==> src/rtl/pic_host_pkg.sv <==
package pic_host_pkg;

  localparam int DATA_W = 8;

  // Strobes and levels passed from the control module to the datapath
  typedef struct packed {
    logic clearRegs;  // first setup word seen this cycle
    logic loadMask;   // odd write while set up
    logic eoi;        // non-specific end of service
    logic pollAck;    // read while poll is armed
    logic selIsr;     // even reads return in-service register
    logic pollMode;   // poll armed: reads return the poll byte
    logic ready;      // setup sequence complete
  } hostStrobes_t;

  typedef enum logic [2:0] {
    ST_UNINIT,
    ST_WORD2,
    ST_WORD3,
    ST_WORD4,
    ST_READY
  } seqState_t;

endpackage

==> src/rtl/pic_prio_enc.sv <==
module pic_prio_enc #(
  parameter int NUM_IRQ = 8,
  parameter int LVL_W   = 3
) (
  input  logic [NUM_IRQ-1:0] vecIn,
  output logic               anySet,
  output logic [LVL_W-1:0]   lowIdx
);

  // Lowest-numbered set bit wins (level 0 is highest priority)
  always_comb begin
    anySet = |vecIn;
    lowIdx = '0;
    for (int i = NUM_IRQ - 1; i >= 0; i--) begin
      if (vecIn[i]) lowIdx = LVL_W'(i);
    end
  end

endmodule

==> src/rtl/pic_host_ctrl.sv <==
module pic_host_ctrl
  import pic_host_pkg::*;
(
  input  logic              clk,
  input  logic              rstN,
  input  logic              chipSel,
  input  logic              rdStb,
  input  logic              wrStb,
  input  logic              addrSel,
  input  logic [DATA_W-1:0] wrData,
  output hostStrobes_t      cmd
);

  seqState_t seqQ, seqNext;
  logic selIsrQ, pollQ;

  logic wrAcc, rdAcc, firstWord, oddWr, evenCmd, isReady;
  logic readCtl, endSvc;

  assign wrAcc     = chipSel & wrStb;
  assign rdAcc     = chipSel & rdStb;
  assign firstWord = wrAcc & ~addrSel & wrData[4];
  assign oddWr     = wrAcc & addrSel;
  assign evenCmd   = wrAcc & ~addrSel & ~wrData[4];
  assign isReady   = (seqQ == ST_READY);
  assign readCtl   = isReady & evenCmd & wrData[3];
  assign endSvc    = isReady & evenCmd & ~wrData[3] & (wrData[7:5] == 3'b001);

  always_comb begin
    seqNext = seqQ;
    if (firstWord) begin
      seqNext = ST_WORD2;
    end else begin
      unique case (seqQ)
        ST_WORD2: if (oddWr) seqNext = ST_WORD3;
        ST_WORD3: if (oddWr) seqNext = ST_WORD4;
        ST_WORD4: if (oddWr) seqNext = ST_READY;
        default:  seqNext = seqQ;
      endcase
    end
  end

  always_ff @(posedge clk or negedge rstN) begin
    if (!rstN) begin
      seqQ    <= ST_UNINIT;
      selIsrQ <= 1'b0;
      pollQ   <= 1'b0;
    end else begin
      seqQ <= seqNext;
      if (firstWord) begin
        selIsrQ <= 1'b0;
      end else if (readCtl && wrData[1]) begin
        selIsrQ <= wrData[0];
      end
      if (firstWord) begin
        pollQ <= 1'b0;
      end else if (rdAcc && pollQ) begin
        pollQ <= 1'b0;
      end else if (readCtl && wrData[2]) begin
        pollQ <= 1'b1;
      end
    end
  end

  always_comb begin
    cmd.clearRegs = firstWord;
    cmd.loadMask  = isReady & oddWr;
    cmd.eoi       = endSvc;
    cmd.pollAck   = rdAcc & pollQ;
    cmd.selIsr    = selIsrQ;
    cmd.pollMode  = pollQ;
    cmd.ready     = isReady;
  end

endmodule

==> src/rtl/pic_host_dp.sv <==
module pic_host_dp
  import pic_host_pkg::*;
#(
  parameter int NUM_IRQ = 8,
  parameter int LVL_W   = 3
) (
  input  logic               clk,
  input  logic               rstN,
  input  logic               addrSel,
  input  logic [DATA_W-1:0]  wrData,
  input  logic [NUM_IRQ-1:0] irqIn,
  input  hostStrobes_t       cmd,
  output logic [DATA_W-1:0]  rdData,
  output logic [NUM_IRQ-1:0] irrQ,
  output logic [NUM_IRQ-1:0] isrQ,
  output logic [NUM_IRQ-1:0] imrQ
);

  logic [NUM_IRQ-1:0] pending, grantOh, eoiOh;
  logic               pollHit, svcAny;
  logic [LVL_W-1:0]   pollLvl, svcLvl;
  logic [DATA_W-1:0]  pollByte;

  // Requests are only offered to poll once setup is complete
  assign pending = irrQ & ~imrQ & {NUM_IRQ{cmd.ready}};

  pic_prio_enc #(.NUM_IRQ(NUM_IRQ), .LVL_W(LVL_W)) u_pollEnc (
    .vecIn (pending),
    .anySet(pollHit),
    .lowIdx(pollLvl)
  );

  pic_prio_enc #(.NUM_IRQ(NUM_IRQ), .LVL_W(LVL_W)) u_svcEnc (
    .vecIn (isrQ),
    .anySet(svcAny),
    .lowIdx(svcLvl)
  );

  always_comb begin
    grantOh = '0;
    eoiOh   = '0;
    if (pollHit) grantOh[pollLvl] = 1'b1;
    if (svcAny)  eoiOh[svcLvl]    = 1'b1;
  end

  always_comb begin
    pollByte    = '0;
    pollByte[7] = pollHit;
    if (pollHit) pollByte[LVL_W-1:0] = pollLvl;
  end

  always_ff @(posedge clk or negedge rstN) begin
    if (!rstN) begin
      irrQ <= '0;
      isrQ <= '0;
      imrQ <= '0;
    end else begin
      // grant clear takes precedence over a same-cycle request
      irrQ <= (irrQ | irqIn) & ~(cmd.pollAck ? grantOh : '0);
      if (cmd.clearRegs) begin
        isrQ <= '0;
      end else if (cmd.pollAck) begin
        isrQ <= isrQ | grantOh;
      end else if (cmd.eoi) begin
        isrQ <= isrQ & ~eoiOh;
      end
      if (cmd.clearRegs) begin
        imrQ <= '0;
      end else if (cmd.loadMask) begin
        imrQ <= wrData[NUM_IRQ-1:0];
      end
    end
  end

  always_comb begin
    if (cmd.pollMode)    rdData = pollByte;
    else if (addrSel)    rdData = DATA_W'(imrQ);
    else if (cmd.selIsr) rdData = DATA_W'(isrQ);
    else                 rdData = DATA_W'(irrQ);
  end

endmodule

==> src/rtl/pic_host_front.sv <==
module pic_host_front
  import pic_host_pkg::*;
#(
  parameter int NUM_IRQ = 8
) (
  input  logic               clk,
  input  logic               rstN,
  input  logic               chipSel,
  input  logic               rdStb,
  input  logic               wrStb,
  input  logic               addrSel,
  input  logic [7:0]         wrData,
  output logic [7:0]         rdData,
  input  logic [NUM_IRQ-1:0] irqIn
);

  localparam int LVL_W = (NUM_IRQ > 1) ? $clog2(NUM_IRQ) : 1;

  hostStrobes_t       cmd;
  logic [NUM_IRQ-1:0] irrQ, isrQ, imrQ;

  pic_host_ctrl u_ctrl (
    .clk    (clk),
    .rstN   (rstN),
    .chipSel(chipSel),
    .rdStb  (rdStb),
    .wrStb  (wrStb),
    .addrSel(addrSel),
    .wrData (wrData),
    .cmd    (cmd)
  );

  pic_host_dp #(.NUM_IRQ(NUM_IRQ), .LVL_W(LVL_W)) u_dp (
    .clk    (clk),
    .rstN   (rstN),
    .addrSel(addrSel),
    .wrData (wrData),
    .irqIn  (irqIn),
    .cmd    (cmd),
    .rdData (rdData),
    .irrQ   (irrQ),
    .isrQ   (isrQ),
    .imrQ   (imrQ)
  );

endmodule

==> config.mk <==
export PLATFORM = sky130hd
export DESIGN_NAME = pic_host_front
export DESIGN_NICKNAME = d
export VERILOG_FILES = /design/src/rtl/pic_host_pkg.sv /design/src/rtl/pic_prio_enc.sv /design/src/rtl/pic_host_ctrl.sv /design/src/rtl/pic_host_dp.sv /design/src/rtl/pic_host_front.sv
export SDC_FILE = /design/constraint.sdc
export NUM_CORES = 1
export LEC_CHECK = 0
export CELL_PAD_IN_SITES_DETAIL_PLACEMENT = 0
export CELL_PAD_IN_SITES_GLOBAL_PLACEMENT = 1
export CORE_UTILIZATION = 41
export CTS_BUF_LIST = sky130_fd_sc_hd__clkbuf_8
export CTS_CLUSTER_SIZE = 25
export DETAILED_ROUTE_END_ITERATION = 12
export PLACE_DENSITY_LB_ADDON = 0.08
export SLEW_MARGIN = 30
export SYNTH_ARGS = -nofsm -noshare
export SYNTH_HDL_FRONTEND = slang
export SYNTH_SLANG_ARGS = --single-unit
export TNS_END_PERCENT = 50
==> constraint.sdc <==
create_clock -name clk -period 2.2 [get_ports clk]
set_input_delay 0.22 -clock clk [delete_from_list [all_inputs] [get_ports clk]]
set_output_delay 0.22 -clock clk [all_outputs]
set_load 0.01 [all_outputs]
; ---- After elaboration in Yosys (flattened, before gate mapping)
; Index checks and enable logic that the tools add are counted.
; W data, S select, Z words.
[word_totals]
register_bits = 29
out_inout_bits = 8
[op_classes]
n_eq_ne = 8
reduce_logical = 13
mux = 42
magnitude_cmp = 4
bitwise_logic = 24
[op_table]
columns = op, count
row1 = $mux W8, 11
row2 = $mux W3, 21
row3 = $and A8 B8 Y8, 4
row4 = $not A8 Y8, 3
row5 = $or A8 B8 Y8, 2
row6 = $reduce_or A8 Y1, 2
row7 = $and A1 B1 Y1, 12
row8 = $ne A3 B1 Y1 const B, 3
row9 = $pmux W3 S3, 1
row10 = $lt A3 B4 Y1 const B, 2
row11 = $mux W1, 7
row12 = $demux W1 S3, 2
row13 = $eq A3 B1 Y1 const B, 2
row14 = $eq A3 B2 Y1 const B, 2
row15 = $ge A3 B1 Y1 const B, 2
row16 = $reduce_bool A3 Y1, 2
row17 = $logic_and A1 B1 Y1, 5
row18 = $reduce_and A4 Y1, 1
row19 = $reduce_bool A2 Y1, 2
row20 = $reduce_bool A4 Y1, 1
row21 = $eq A3 B3 Y1 const B, 1
row22 = $not A1 Y1, 3

; ---- Depth between registers and ports, before layout
; Gate-level depths: netlist (run 1).
[depth]
depth_word = 19
depth_mapped = 6
depth_no_buf = 5

; ---- Hierarchy
; From an unflattened synthesis (run 1), not the netlist that was laid out.
[hier_totals]
hier_cells = 204
hier_area_um2 = 1885.6
[modules_own_cells]
columns = mod, cells_each, area_per_inst_um2, seq_area_each_um2, instances
row1 = pic_host_dp, 135, 1337.5, 600.6, 1
row2 = pic_host_ctrl, 43, 385.4, 125.1, 1
row3 = pic_prio_enc, 13, 81.3, 0.0, 2

; ---- Worst setup path before layout (run 1)
; Ideal clock, no wire load.
[synth_path]
path_type = reg-to-reg
startpoint = register u_ctrl.pollQ
endpoint = register u_dp.isrQ[5]
stages_incl_launch_ff = 7
synth_period_minus_slack_ns = 1.692
required_time_ns = 2.079
n_path_buf = 1
slack_ns = 0.508
setup_time_ns = 0.121
t_arrival_ns = 1.571
cell_sequence = dfrtp_1 -> and3_1 -> buf_4 -> or4_4 -> nor3_1 -> o21ai_1 -> a22o_1
[synth_via]
elab_chain_len = 3
word_cells_on_any_way = 4
classes_between = mux: 2 / bitwise: 1 / reduce/logical: 1
[synth_lines]
columns = element, line_no
row1 = from (decl), pic_host_ctrl.sv:15  ; logic selIsrQ, pollQ;
row2 = from (signal assigned), pic_host_ctrl.sv:47  ; pollQ <= 1'b0;
row3 = from (signal assigned), pic_host_ctrl.sv:56  ; pollQ <= 1'b0;
row4 = from (signal assigned), pic_host_ctrl.sv:58  ; pollQ <= 1'b0;
row5 = $and A1 B1 Y1 (*), pic_host_ctrl.sv:69  ; cmd.pollAck = rdAcc & pollQ;
row6 = $mux W8, pic_host_dp.sv:62  ; end else if (cmd.pollAck) begin
row7 = $mux W8, pic_host_dp.sv:60  ; if (cmd.clearRegs) begin
row8 = to (signal assigned), pic_host_dp.sv:63  ; isrQ <= isrQ | grantOh;
row9 = to (signal assigned), pic_host_dp.sv:65  ; isrQ <= isrQ & ~eoiOh;
row10 = to (decl), pic_host_dp.sv:15  ; output logic [NUM_IRQ-1:0] isrQ,
; Mark *: on every way between the ends. The rest lies on a longest branch, timed or not.
; A chain may end at the register's enable or synchronous reset.

; ---- Worst setup path after layout (run 1)
[layout_path]
startpoint = register u_dp.irrQ[1]
endpoint = output port rdData[7]
[layout_via]
elab_chain_len = 4
[layout_lines]
columns = element, line_no
row1 = from (decl), pic_host_dp.sv:14  ; output logic [NUM_IRQ-1:0] irrQ,
row2 = from (signal assigned), pic_host_dp.sv:59  ; irrQ <= (irrQ | irqIn) & ~(cmd.pollAck ? grantOh : '0);
row3 = $and A8 B8 Y8 (2 in a row), pic_host_dp.sv:25  ; assign pending = irrQ & ~imrQ & {NUM_IRQ{cmd.ready}};
row4 = $reduce_or A8 Y1, pic_prio_enc.sv:12  ; anySet = |vecIn;
row5 = $mux W8, pic_host_dp.sv:76  ; if (cmd.pollMode) rdData = pollByte;
row6 = to (decl), pic_host_front.sv:13  ; output logic [7:0] rdData,
; Every way passes these cells.

==> run_results.csv, run 1 <==
group,metric,value,unit
layout,nNetsFinal,270,
floorplanning,row_count,23,
drt,wire_per_inst,16.2,um
synthesis,async_flop_share,1.00,
flow_run,maxCapViolCount,0,
drt,drt-initial-drc-count,105,
cts,cts_tree,"yes",
place,io_buffers,29,
floorplanning,dieArea,4610,um^2
floorplanning,core_area,4090,um^2
drt,drtPass1Iterations,4,
layout,syn2layout_area_growth,30.3,%
place,gp_congestion,0.861,
synthesis,ys.flop_type,"dfrtp_1",
drt,vias,1651,
layout,antennaDiodeCount,0,
timing,final_max_slew_viol_count,0,
synthesis,yosys_register_bits,29,
worst_hold_path,hold_class,"in2async",
worst_setup_path,crit_path_start_kind,"flip-flop",
synthesis,synth_cell_types,46,
timing,hold_violations,0,
cts,h-tree-depth,2,
place,post_dp_cell_area,2220,um^2
global_route,grt_max_degree,30,
synthesis,yosys.area.top_type,"dfrtp_1",
worst_setup_path,crit_fanout,5,
run_status,outcome,"finished, final reports clean",
timing,period_minus_slack,2.14,ns
layout,final_cell_mix,"28 x dfrtp_1, 27 x nand2_1, 26 x nor2_1, 25 x clkdlybuf4s50_1, 16 x a21oi_1",
synthesis,syn-num-nets,228,
place,dpl.hpwl,3610,um
cts,clock_latency,0.29,ns
floorplanning,start_util,0.436,
pwr,max-vdd-ir-drop,0.000464,V
synthesis,syn_inst,206,
worst_setup_path,required,1.98,ns
floorplanning,fp.dieW,67.9,um
worst_setup_path,endpoint_kind,"output port",
worst_setup_path,r2r_slack,0.32,ns
drt,ant_nets,0,
synthesis,yosysWarnings,0,
global_route,grt_usage,0.246,
drt,drt-total-wl,4860,um
floorplanning,die_y,67.9,um
layout,drive_gt1_frac,0.157,
timing,relSlewSlack,0.747,
drt,drcViolationCount,0,
pwr,power_density,656,nW/um^2
timing,max_freq,0.467,GHz
cts,cts_buffers,5,
global_route,grt_pass1_vias,1646,
cts,clock_path_buffers,2,
worst_setup_path,arrival,1.92,ns
cts,clkSlewWorstSetupHoldPaths,0.06,ns
global_route,antenna_found_initial,0,
floorplanning,pin_count,30,
layout,final_area,2320,um^2
synthesis,syn_area,1780,um^2
worst_setup_path,worstSetupPathType,"reg2out",
layout,final_common_cell,"dfrtp_1",
drt,viasPerCell,5.52,
synthesis,synth-edff-count,0,
timing,worstMarginPinSlew,0.379,ns
timing,whs,0.325,ns
cts,post_cts_buffers,0,
global_route,gr-total-overflow,0,
cts,ctsHoldBuffers,0,
timing,layout_worst_path_cycle_share,0.973,
global_route,grt_pass1_wl,8030,um
pwr,leakage,0.942,nW
synthesis,synth_area_leaders,"dfrtp_1 41%, nand2_1 5.7%, nor2_1 5.5%",
timing,setup_violations,0,
timing,rsz0062_at_grt,"yes",
cts,clock-sinks,29,
cts,root_buffer,"clkbuf_8",
timing,fin_skew,0.00384,ns
synthesis,synth_top_area_frac,0.407,
synthesis,avgSynthCellArea,8.65,um^2
synthesis,ys_seq_area_frac,0.407,
-- kinds of logic (layout without fill, tap and decap cells) --
family,Yosys count,in the layout,synth area share
multiplexers,9,9,0.0506
buffers and inverters,14,57,0.0358
AO/OA/AOI/OAI,56,56,0.197
AND/OR/NAND/NOR,97,97,0.304
XOR/XNOR,1,1,0.00492
flip-flops,29,29,0.407
-- worst paths after layout --
| check | cells past startpoint | end | startpoint |
|---|---|---|---|
| max in group asynchronous | 2 | u_ctrl.selIsrQ | rstN |
| worst max register to register | 6 | u_dp.isrQ[6] | u_dp.irrQ[1] |
| worst min-delay path | 2 | u_dp.imrQ[5] | rstN |
| min in group clk | 3 | u_dp.irrQ[4] | irqIn[4] |
| worst max-delay path | 5 | rdData[7] | u_dp.irrQ[1] |
| worst min register to register | 2 | u_ctrl.seqQ[2] | u_ctrl.seqQ[2] |
-- timing repair --
item,CTS,global route
endpoints found under the setup margin,6,3
hold endpoints to repair,0,0
gates resized for setup,4,2
cloned,0,0
-- sequential cells by signal (all words and copies together), names as in the netlist --
name	cells
u_dp.imrQ	8
u_dp.irrQ	8
u_dp.isrQ	8
u_ctrl.seqQ	3
u_ctrl.pollQ	1
u_ctrl.selIsrQ	1
-- critical path: stages (launching register included) --
cell and delay, ns:
dfrtp_1 0.39, nor2b_4 0.15, or4_4 0.54, o21ai_0 0.18, a21oi_1 0.08, dlygate4sd2_1 0.29
-- where the power goes --
group	leakage (nW)	switching, mW	total, mW	internal (mW)
Clock	0.0542	0.216	0.498	0.282
Sequential	0.351	0.0804	0.681	0.601
Combinational	0.537	0.169	0.345	0.176
-- cell usage after synthesis, types with 2 or more instances --
library cell	number
a211oi_1	4
a21oi_1	16
a22o_1	5
and2_1	2
buf_2	3
buf_4	2
clkbuf_1	5
dfrtp_1	29
inv_1	4
mux2i_1	9
nand2_1	27
nand2b_1	5
nand3_1	2
nand4_1	2
nor2_1	26
nor2b_1	10
nor2b_4	2
nor3_1	5
nor3b_4	2
o21ai_0	13
o21ai_1	5
o311ai_1	2
o31ai_1	2
or4_4	2
-- per-stage QoR --
stage / setup TNS [ns] / std cells / power (mW) / utilization / worst slack, ns
after floorplan: 0 / 206 / 0.872 / - / 0.508
after global placement: 0 / 291 / 1.03 / 0.543 / 0.110
after detailed placement: 0 / 291 / 1.04 / 0.543 / 0.102
after CTS: 0 / 299 / 1.54 / 0.567 / 0.00380
after global routing: -0.0155 / 299 / 1.61 / 0.568 / -0.0155
final: 0 / 299 / 1.52 / 0.568 / 0.0587
-- per-layer routing --
layer  wire length [um]  global-route usage  part of all wire
met1               2250               0.315              0.46
met3                201              0.0500             0.041
met5                  0                   0                 0
met2               2320               0.397              0.48
met4                 86               0.109             0.018
-- final cells by class --
class | instances | area (um^2)
Fill cell | 389 | 1770
Multi-Input combinational cell | 163 | 992
Sequential cell | 29 | 727
Timing Repair Buffer | 45 | 423
Clock buffer | 7 | 96.3
Tap cell | 50 | 62.6
Inverter | 4 | 15.0
Clock inverter | 1 | 5.00
Power figures use the tool's default switching activity.
==> run 2: changes to the inputs <==
--- a/config.mk
+++ b/config.mk
@@ -7,6 +7,7 @@
 export LEC_CHECK = 0
 export CELL_PAD_IN_SITES_DETAIL_PLACEMENT = 0
 export CELL_PAD_IN_SITES_GLOBAL_PLACEMENT = 1
+export CORE_MARGIN = 2
 export CORE_UTILIZATION = 41
 export CTS_BUF_LIST = sky130_fd_sc_hd__clkbuf_8
 export CTS_CLUSTER_SIZE = 25
==> run 2 against run 1 <==
  * Sequential power grew 0.6%
  * Hold slack better by 0.0052 ns
  * Die area rose by 6.0%
  * Highest routed layer unchanged
  * Wire length is 3.2% higher
  * Sequential share of layout area increased by 0.24 points
  * Register-to-register slack worse by 0.02 ns
  * First-iteration DRC count is 17% higher
  * Critical path type unchanged
  * Largest cell class unchanged
  * Via count increased by 1.1%
  * Global-route usage decreased by 2.5 points
==> run_results.csv, run 2 (same netlist as run 1, synthesis figures left out) <==
group,metric,value,unit
worst_setup_path,worstSetupPathType,"reg2out",
layout,instances_no_fill,298,
layout,final_cell_mix,"28 x dfrtp_1, 27 x nand2_1, 26 x nor2_1, 25 x clkdlybuf4s50_1, 16 x a21oi_1",
worst_setup_path,slowest_delay,0.54,ns
timing,rsz0062_at_grt,"no",
worst_setup_path,crit_fanout,5,
global_route,grt_pass1_vias,1748,
timing,worstMarginPinSlew,0.385,ns
layout,drive_gt1_frac,0.153,
timing,fin_skew,0.00358,ns
timing,layout_worst_path_cycle_share,0.965,
drt,ant_nets,0,
place,io_buffers,29,
place,dpl.hpwl,3780,um
global_route,grt_pass1_wl,8560,um
global_route,antenna_found_initial,0,
global_route,gr-total-overflow,0,
cts,cts_tree,"yes",
worst_hold_path,hold_class,"in2async",
drt,drt-initial-drc-count,123,
cts,h-tree-depth,2,
drt,drcViolationCount,0,
cts,root_buffer,"clkbuf_8",
layout,fillers,377,
layout,nNetsFinal,269,
drt,wire_per_inst,16.8,um
floorplanning,pin_count,30,
place,place_ws,0.100,ns
timing,final_max_slew_viol_count,0,
run_status,outcome,"finished, final reports clean",
layout,syn2layout_area_growth,29.3,%
timing,setup_violations,0,
layout,fin_util,0.564,
pwr,power_density,624,nW/um^2
drt,vias,1669,
pwr,leakage,0.939,nW
timing,hold_violations,0,
place,gp_congestion,0.932,
cts,clock_latency,0.27,ns
floorplanning,fp.dieW,69.9,um
layout,largestRegisters,"u_dp.imrQ: 8 flops, u_dp.irrQ: 8 flops, u_dp.isrQ: 8 flops",
worst_setup_path,critPathSlowestCell,"or4_4",
layout,final_common_cell,"dfrtp_1",
timing,final.setup.tns,0,ns
timing,worst_slack,0.0760,ns
floorplanning,dieArea,4890,um^2
cts,clock_path_buffers,2,
timing,max_freq,0.471,GHz
cts,post_cts_buffers,0,
floorplanning,die_y,69.9,um
worst_setup_path,crit_family,"simple AND/OR/NAND/NOR gates",
flow_run,maxCapViolCount,0,
pwr,max-vdd-ir-drop,0.000376,V
timing,relSlewSlack,0.744,
global_route,grt_max_degree,30,
cts,cts_buffers,5,
floorplanning,core_area,4090,um^2
layout,final_area,2300,um^2
global_route,grt_usage,0.221,
drt,viasPerCell,5.60,
worst_setup_path,crit_path_start_kind,"flip-flop",
drt,drtPass1Iterations,4,
worst_setup_path,required,1.98,ns
place,place_inst,290,
place,post_dp_cell_area,2210,um^2
timing,period_minus_slack,2.12,ns
floorplanning,row_count,23,
layout,antennaDiodeCount,0,
worst_setup_path,arrival,1.90,ns
floorplanning,start_util,0.436,
worst_setup_path,endpoint_kind,"output port",
drt,drt-total-wl,5010,um
worst_setup_path,path_buf_inv,1,
worst_setup_path,crit_path_cell_trace,"nor2b_4 -> or4_4 -> o21ai_1 -> a21oi_1 -> dlygate4sd2_1",
cts,clkSlewWorstSetupHoldPaths,0.06,ns
cts,clock-sinks,29,
==> run 2: report_power, final <==
group / leakage (nW) / switching, mW / internal (mW)
sequential: 0.351 / 0.0835 / 0.601
combinational: 0.536 / 0.176 / 0.178
clock: 0.0519 / 0.188 / 0.210
==> run 2: what timing repair did <==
| item | 4_1_cts | 5_1_grt |
|---|---|---|
| setup endpoints to repair | 6 | 3 |
| hold buffers | 0 | 0 |
| gates resized for setup | 5 | 5 |
==> run 2: path summary, 6_finish.rpt <==
kind                                     start        endpoint  slack (ns)  cells after the start
worst max-delay path              u_dp.irrQ[1]       rdData[7]        0.08                      5
worst min-delay path                      rstN    u_dp.imrQ[7]        0.33                      2
worst max register to register    u_dp.irrQ[1]    u_dp.isrQ[6]        0.30                      6
worst min register to register  u_ctrl.seqQ[2]  u_ctrl.seqQ[2]        0.55                      2
max in group asynchronous                 rstN  u_ctrl.selIsrQ        1.57                      2
min in group clk                      irqIn[2]    u_dp.irrQ[2]        0.51                      3
==> run 2: area by class of cell <==
| class | instances | area (um^2) | share of cell area |
|---|---|---|---|
| tap | 50 | 62.6 | 0.0272 |
| sequential | 29 | 727 | 0.316 |
| timing repair buffer | 44 | 415 | 0.180 |
| inverter | 4 | 15.0 | 0.00652 |
| clock inverter | 3 | 11.3 | 0.00489 |
| clock buffer | 5 | 68.8 | 0.0299 |
| multi-input combinational | 163 | 1000 | 0.436 |
==> run 2: routing by layer <==
| metal | GRT usage | share of wire | vias up | wire length, um |
|---|---|---|---|---|
| li1 | - | - | 808 | - |
| met1 | 0.294 | 0.46 | 801 | 2330 |
| met2 | 0.351 | 0.47 | 50 | 2340 |
| met3 | 0.0476 | 0.047 | 10 | 237 |
| met4 | 0.0897 | 0.021 | 0 | 104 |
| met5 | 0 | 0 | - | 0 |
==> run 2: stage by stage <==
step | power [mW] | hold slack [ns]
floorplan | 0.872 | -0.0756
global placement | 1.03 | 0.507
detailed placement | 1.04 | 0.535
CTS | 1.45 | 0.341
global route | 1.52 | 0.380
finish | 1.44 | 0.330
